$ cat config.mk
export PLATFORM = sky130hd
export DESIGN_NAME = sb_doorbell_bridge
export DESIGN_NICKNAME = d
export VERILOG_FILES = /design/src/rtl/sbdb_pkg.sv /design/src/rtl/sbdb_ctrl.sv /design/src/rtl/sbdb_datapath.sv /design/src/rtl/sb_doorbell_bridge.sv
export SDC_FILE = /design/constraint.sdc
export NUM_CORES = 1
export LEC_CHECK = 0
export BUFFER_PORTS_ARGS = -buffer_cell sky130_fd_sc_hd__buf_2
export CORE_MARGIN = 5
export CORE_UTILIZATION = 48
export DETAILED_ROUTE_END_ITERATION = 6
export HOLD_SLACK_MARGIN = 0.03
export PLACE_DENSITY = 0.78
export SLEW_MARGIN = 40
export SYNTH_ARGS = -nofsm -noshare
export SYNTH_HDL_FRONTEND = slang
export SYNTH_SLANG_ARGS = --single-unit
$ cat constraint.sdc
create_clock -name clk -period 1.9 [get_ports clk]
set_input_delay 0.475 -clock clk [delete_from_list [all_inputs] [get_ports clk]]
set_output_delay 0.475 -clock clk [all_outputs]
set_load 0.005 [all_outputs]
$ cat src/rtl/sbdb_pkg.sv
package sbdb_pkg;

  localparam int DOOR_W   = 32;
  localparam int DEVFN_LO = 24;
  localparam int OP_LO    = 16;
  localparam int PORT_LO  = 8;
  localparam int BE_LO    = 4;
  localparam int BAR_LO   = 1;
  localparam int FIELD_W  = 8;
  localparam int BE_W     = 4;
  localparam int BAR_W    = 3;

  localparam logic [FIELD_W-1:0] OP_MEM_RD  = 8'h00;
  localparam logic [FIELD_W-1:0] OP_PRIV_RD = 8'h06;

  typedef enum logic [1:0] {
    SEL_ADDR = 2'd0,
    SEL_DATA = 2'd1,
    SEL_DOOR = 2'd2,
    SEL_NONE = 2'd3
  } regSel_t;

  typedef enum logic [1:0] {
    ST_IDLE = 2'd0,
    ST_REQ  = 2'd1,
    ST_WAIT = 2'd2
  } phase_t;

  typedef struct packed {
    logic loadAddr;
    logic loadData;
    logic loadCmd;
    logic loadCpl;
  } strobes_t;

  typedef struct packed {
    logic [FIELD_W-1:0] devFn;
    logic [FIELD_W-1:0] opcode;
    logic [FIELD_W-1:0] port;
    logic [BE_W-1:0]    byteEn;
    logic [BAR_W-1:0]   bar;
  } cmd_t;

  function automatic logic opIsRead(input logic [FIELD_W-1:0] op);
    return (op == OP_MEM_RD) || (op == OP_PRIV_RD);
  endfunction

endpackage

$ cat src/rtl/sbdb_ctrl.sv
module sbdb_ctrl
  import sbdb_pkg::*;
(
  input  logic     clk,
  input  logic     rstN,
  input  logic     hostWrEn,
  input  logic [1:0] hostSel,
  input  logic     reqReady,
  input  logic     cplValid,
  input  logic     cmdIsRead,
  output strobes_t strobes,
  output logic     busy,
  output logic     reqValid
);

  phase_t phaseQ, phaseD;
  logic   idle;
  logic   wrOk;

  assign idle = (phaseQ == ST_IDLE);
  assign wrOk = hostWrEn && idle;

  always_comb begin
    strobes.loadAddr = wrOk && (hostSel == SEL_ADDR);
    strobes.loadData = wrOk && (hostSel == SEL_DATA);
    strobes.loadCmd  = wrOk && (hostSel == SEL_DOOR);
    strobes.loadCpl  = (phaseQ == ST_WAIT) && cplValid && cmdIsRead;
  end

  always_comb begin
    phaseD = phaseQ;
    unique case (phaseQ)
      ST_IDLE: if (strobes.loadCmd) phaseD = ST_REQ;
      ST_REQ:  if (reqReady)        phaseD = ST_WAIT;
      ST_WAIT: if (cplValid)        phaseD = ST_IDLE;
      default:                      phaseD = ST_IDLE;
    endcase
  end

  always_ff @(posedge clk or negedge rstN) begin
    if (!rstN) phaseQ <= ST_IDLE;
    else       phaseQ <= phaseD;
  end

  assign busy     = !idle;
  assign reqValid = (phaseQ == ST_REQ);

endmodule

$ cat src/rtl/sbdb_datapath.sv
module sbdb_datapath
  import sbdb_pkg::*;
#(
  parameter int ADDR_W = 32,
  parameter int DATA_W = 32
) (
  input  logic              clk,
  input  logic              rstN,
  input  strobes_t          strobes,
  input  logic              busy,
  input  logic [1:0]        hostSel,
  input  logic [DATA_W-1:0] hostWrData,
  input  logic [DATA_W-1:0] cplData,
  output logic [DATA_W-1:0] hostRdData,
  output cmd_t              cmdQ,
  output logic [ADDR_W-1:0] addrQ,
  output logic [DATA_W-1:0] dataQ,
  output logic              cmdIsRead
);

  localparam int PAD_A = DATA_W - ADDR_W;
  localparam int PAD_D = DATA_W - DOOR_W;

  logic [DOOR_W-1:0] doorWord;
  cmd_t              cmdIn;

  always_comb begin
    cmdIn.devFn  = hostWrData[DEVFN_LO +: FIELD_W];
    cmdIn.opcode = hostWrData[OP_LO    +: FIELD_W];
    cmdIn.port   = hostWrData[PORT_LO  +: FIELD_W];
    cmdIn.byteEn = hostWrData[BE_LO    +: BE_W];
    cmdIn.bar    = hostWrData[BAR_LO   +: BAR_W];
  end

  always_ff @(posedge clk or negedge rstN) begin
    if (!rstN) begin
      addrQ <= '0;
      dataQ <= '0;
      cmdQ  <= '0;
    end else begin
      if (strobes.loadAddr) addrQ <= hostWrData[ADDR_W-1:0];
      if (strobes.loadData) dataQ <= hostWrData;
      else if (strobes.loadCpl) dataQ <= cplData;
      if (strobes.loadCmd) cmdQ <= cmdIn;
    end
  end

  assign cmdIsRead = opIsRead(cmdQ.opcode);
  assign doorWord  = {cmdQ.devFn, cmdQ.opcode, cmdQ.port, cmdQ.byteEn, cmdQ.bar, busy};

  generate
    if (PAD_A > 0) begin : g_padAddr
      logic [DATA_W-1:0] addrWide;
      assign addrWide = {{PAD_A{1'b0}}, addrQ};
      if (PAD_D > 0) begin : g_padDoor
        always_comb begin
          unique case (hostSel)
            SEL_ADDR: hostRdData = addrWide;
            SEL_DATA: hostRdData = dataQ;
            SEL_DOOR: hostRdData = {{PAD_D{1'b0}}, doorWord};
            default:  hostRdData = '0;
          endcase
        end
      end else begin : g_fullDoor
        always_comb begin
          unique case (hostSel)
            SEL_ADDR: hostRdData = addrWide;
            SEL_DATA: hostRdData = dataQ;
            SEL_DOOR: hostRdData = doorWord;
            default:  hostRdData = '0;
          endcase
        end
      end
    end else begin : g_fullAddr
      if (PAD_D > 0) begin : g_padDoor
        always_comb begin
          unique case (hostSel)
            SEL_ADDR: hostRdData = addrQ;
            SEL_DATA: hostRdData = dataQ;
            SEL_DOOR: hostRdData = {{PAD_D{1'b0}}, doorWord};
            default:  hostRdData = '0;
          endcase
        end
      end else begin : g_fullDoor
        always_comb begin
          unique case (hostSel)
            SEL_ADDR: hostRdData = addrQ;
            SEL_DATA: hostRdData = dataQ;
            SEL_DOOR: hostRdData = doorWord;
            default:  hostRdData = '0;
          endcase
        end
      end
    end
  endgenerate

endmodule

$ cat src/rtl/sb_doorbell_bridge.sv
module sb_doorbell_bridge
  import sbdb_pkg::*;
#(
  parameter int ADDR_W = 32,
  parameter int DATA_W = 32
) (
  input  logic              clk,
  input  logic              rstN,
  input  logic              hostWrEn,
  input  logic [1:0]        hostSel,
  input  logic [DATA_W-1:0] hostWrData,
  output logic [DATA_W-1:0] hostRdData,
  output logic              reqValid,
  input  logic              reqReady,
  output logic [7:0]        reqDevFn,
  output logic [7:0]        reqOpcode,
  output logic [7:0]        reqPort,
  output logic [3:0]        reqByteEn,
  output logic [2:0]        reqBar,
  output logic [ADDR_W-1:0] reqAddr,
  output logic [DATA_W-1:0] reqWrData,
  input  logic              cplValid,
  input  logic [DATA_W-1:0] cplData
);

  strobes_t          strobes;
  cmd_t              cmdReg;
  logic              busyFlag;
  logic              cmdIsRead;
  logic [DATA_W-1:0] dataReg;

  sbdb_ctrl uCtrl (
    .clk      (clk),
    .rstN     (rstN),
    .hostWrEn (hostWrEn),
    .hostSel  (hostSel),
    .reqReady (reqReady),
    .cplValid (cplValid),
    .cmdIsRead(cmdIsRead),
    .strobes  (strobes),
    .busy     (busyFlag),
    .reqValid (reqValid)
  );

  sbdb_datapath #(.ADDR_W(ADDR_W), .DATA_W(DATA_W)) uDp (
    .clk       (clk),
    .rstN      (rstN),
    .strobes   (strobes),
    .busy      (busyFlag),
    .hostSel   (hostSel),
    .hostWrData(hostWrData),
    .cplData   (cplData),
    .hostRdData(hostRdData),
    .cmdQ      (cmdReg),
    .addrQ     (reqAddr),
    .dataQ     (dataReg),
    .cmdIsRead (cmdIsRead)
  );

  assign reqDevFn  = cmdReg.devFn;
  assign reqOpcode = cmdReg.opcode;
  assign reqPort   = cmdReg.port;
  assign reqByteEn = cmdReg.byteEn;
  assign reqBar    = cmdReg.bar;
  assign reqWrData = dataReg;

endmodule

==> metrics.md <==
| Metric | Value |
|---|---|
| Core Region | `between 9000 and 10000 um^2` |
| Register area share after synthesis | `0.529` |
| Leak | `2.83 nW` |
| Final WL | `12800 um` |
| Fmax | `557 MHz` |
| Switch share | `0.317` |
| Post-route setup TNS | `0 ns` |
| Root Buffer | `clkbuf_8` |
| DIE WIDTH | `108 um` |
| Residual DRC | `0` |
| Syn. warnings | `0` |
| Worst R2R Path Depth | `5` |
| Number of antenna violations at the first check in global routing | `0` |
| Final layout net count | `638` |
| Comb power frac | `0.314` |
| Number of synthesized flops with an enable pin | `0` |
| Synthesized cell area | `4590 um^2` |
| Filler cell count | `782` |
| PD cells | `1110 nW/um^2` |
| Tot GR Track Use | `0.222` |
| Antenna-violating nets left | `0` |
| Arrival @ worst endpoint | `1.32 ns` |
| Hold depth | `2` |
| Hpwl dp | `between 9000 and 10000 um` |
| Max-slew violation count | `0` |
| Rows | `35` |
| Slew headroom | `0.801` |
| Clk sink count | `97` |
| Synth-to-Final Area Change | `30.1%` |
| Iteration-0 DRC Markers | `155` |
| Critical path's slowest cell | `buf_4` |
| MaxCap Viol Count | `0` |
| Int Pwr | `4.51 mW` |
| Switching pwr | `2.09 mW` |
| Synth Flop Type | `dfrtp_1` |
| Placed Area | `5760 um^2` |
| Setup Viol. Count Final | `0` |
| Synth cell types | `27` |
| Post-layout util | `0.643` |
| Crit start category | `primary input` |
| Pin slew with the least headroom to its limit | `slightly below 0.3 ns` |
| Min Tclk post-route | `1.80 ns` |
| CTS Buffer Depth | `2` |
| DIE AREA | `11600 um^2` |
| Min-delay src | `reqReady` |
| Die H | `108 um` |
| Syn avg cell area | `12.6 um^2` |
| Unrepaired setup endpoints after global routing | `no` |
| #FFs+latches synth | `97` |
| First-pass GRT wire length | `20500 um` |
| Postcts setup bufs | `0` |
| Most frequent CP cell | `buf_2` |
| Antenna Cells | `0` |
| RR Endpoint | `uDp.dataQ[28]` |
| Vias in the first global route | `3949` |
| Post-synth top area share | `0.529` |
| Leading cell type in the layout, fill and taps excluded | `buf_2` |
| HP Class | `in -> reg` |
| R2r setup slk | `between 0.2 and 0.25 ns` |
| Critical Path RT | `1.42 ns` |
| Worst setup margin | `0.104 ns` |
| Cts bufs inserted | `9` |
| Share of cells above drive strength 1 | `0.530` |
| CP Max Fanout | `16` |
| Status | `complete, no violations` |
| Final Hold Vio Count | `0` |
| Total grt overflow | `0` |
| Top post-synthesis cells by area | `dfrtp_1, mux2_2, mux2i_1` |
| Worst r2r src | `uDp.cmdQ[18]` |
| WS Path Type | `in -> out` |
| Pre-CTS setup slack | `0.0917 ns` |
| Crit-path cells | `buf_2 > nor2b_2 > buf_4 > nand2_1 > o21ai_0 > buf_2` |
| CP peak stage delay | `0.24 ns` |
| Worst clock skew | `slightly below 0.01 ns` |
| I/O pin cnt | `199` |
| Crit path capture type | `output pin` |
| Final Wtd Congestion | `0.774` |
| First drt pass iteration count | `4` |
| Avg WL per Cell | `18.4 um` |
| Max VDD drop | `544 uV` |
| Reg power frac | `0.485` |
| Cell taking the most area after synthesis | `dfrtp_1` |
| TritonCTS clock tree | `yes` |
| Number of port buffers | `198` |
| Syn Nets | `434` |
| Post-synthesis cell count | `between 300 and 400` |
| Post-layout instance area | `slightly below 6000 um^2` |
| Vias | `3762` |
| H-tree levels | `3` |
| Clock Pin Slew Worst Setup and Hold Paths | `0.09 ns` |
| Clock share of power | `0.201` |
| Period utilization | `0.945` |
| Post-synth ARST share | `1.00` |
| Clock Latency Late Sink | `0.35 ns` |
| Starting Density | `0.494` |
| DR vias/cell | `roughly 5.4` |
| Worst Hold Path EP | `uCtrl.phaseQ[0]` |
| Most frequent cells in the layout | `buf_2, dfrtp_1, mux2_2, o21ai_0` |
| Largest net degree at the start of global routing | `51` |
-- cell type report --
cell class	instances	area (um^2)	share of cell area
flip-flops and latches	97	2430	0.407
inverters	1	3.75	0.000629
multi-input cells	239	1990	0.333
clock buffers	10	138	0.0231
well taps	129	161	0.0270
clock inverters	4	53.8	0.00902
repair buffers	219	1190	0.200
-- registers in the layout (all words and copies together) (netlist names) --
name and cells:
uDp.addrQ 32, uDp.dataQ 32, uDp.cmdQ 31, uCtrl.phaseQ 2
-- cell usage after synthesis (3+ instances only) --
| cell type | number |
|---|---|
| dfrtp_1 | 97 |
| mux2i_1 | 32 |
| nand2_1 | 32 |
| clkbuf_1 | 5 |
| mux2_2 | 62 |
| buf_6 | 6 |
| buf_2 | 12 |
| o21a_1 | 32 |
| o21ai_0 | 34 |
| o22a_1 | 32 |
| buf_4 | 3 |
-- power groups by stage --
| stage | logic, mW | registers, mW | clock network, mW |
|---|---|---|---|
| after floorplan | 0.932 | 3.21 | 0 |
| after global placement | 2.03 | 3.22 | 0 |
| after detailed placement | 2.10 | 3.25 | 0 |
| after CTS | 2.11 | 3.21 | 1.36 |
| after global routing | 2.28 | 3.30 | 1.44 |
| final | 2.07 | 3.20 | 1.33 |
-- cells by family after synthesis --
kind of cell    after synthesis  synth area share
flops                        97             0.529
compound gates               99             0.153
mux                          95             0.225
simple gates                 44            0.0540
xor+xnor                      1           0.00191
buf+inv                      27            0.0377
-- repair_timing --
item | in CTS | in global routing
endpoints found under the hold margin | 16 | 0
resized for setup | 0 | 1
hold buffers | 1 | 0
setup endpoints to repair | 0 | 2
-- worst max path at each step --
stage | from | endpoint | cells past startpoint
after floorplan | hostSel[1] | hostRdData[15] | 5
after global placement | hostSel[0] | hostRdData[14] | 5
after detailed placement | hostSel[0] | hostRdData[16] | 5
after CTS | uCtrl.phaseQ[0] | hostRdData[0] | 3
after global routing | hostSel[0] | hostRdData[25] | 6
final | hostSel[0] | hostRdData[31] | 6
-- per-stage QoR --
| stage | std cells | hold WS (ns) | power (mW) |
|---|---|---|---|
| after global routing | 699 | 0.326 | 7.03 |
| after global placement | 684 | 0.362 | 5.25 |
| after detailed placement | 684 | 0.365 | 5.35 |
| after CTS | 699 | 0.325 | 6.67 |
| after floorplan | 363 | 0.179 | 4.14 |
| final | 699 | 0.338 | 6.60 |
-- routing by layer --
layer | GRT usage | share of wire
met4 | 0.0595 | 0.014
met3 | 0.0390 | 0.063
met2 | 0.402 | 0.52
met5 | 0 | 0
met1 | 0.273 | 0.40
-- critical path, delay by kind of cell --
kind	cells	cell delay, ns
buffers and inverters	3	0.53
and+or+nand+nor	2	0.23
AOI/OAI and AO/OA	1	0.09
(Power assumes the default switching activity.)
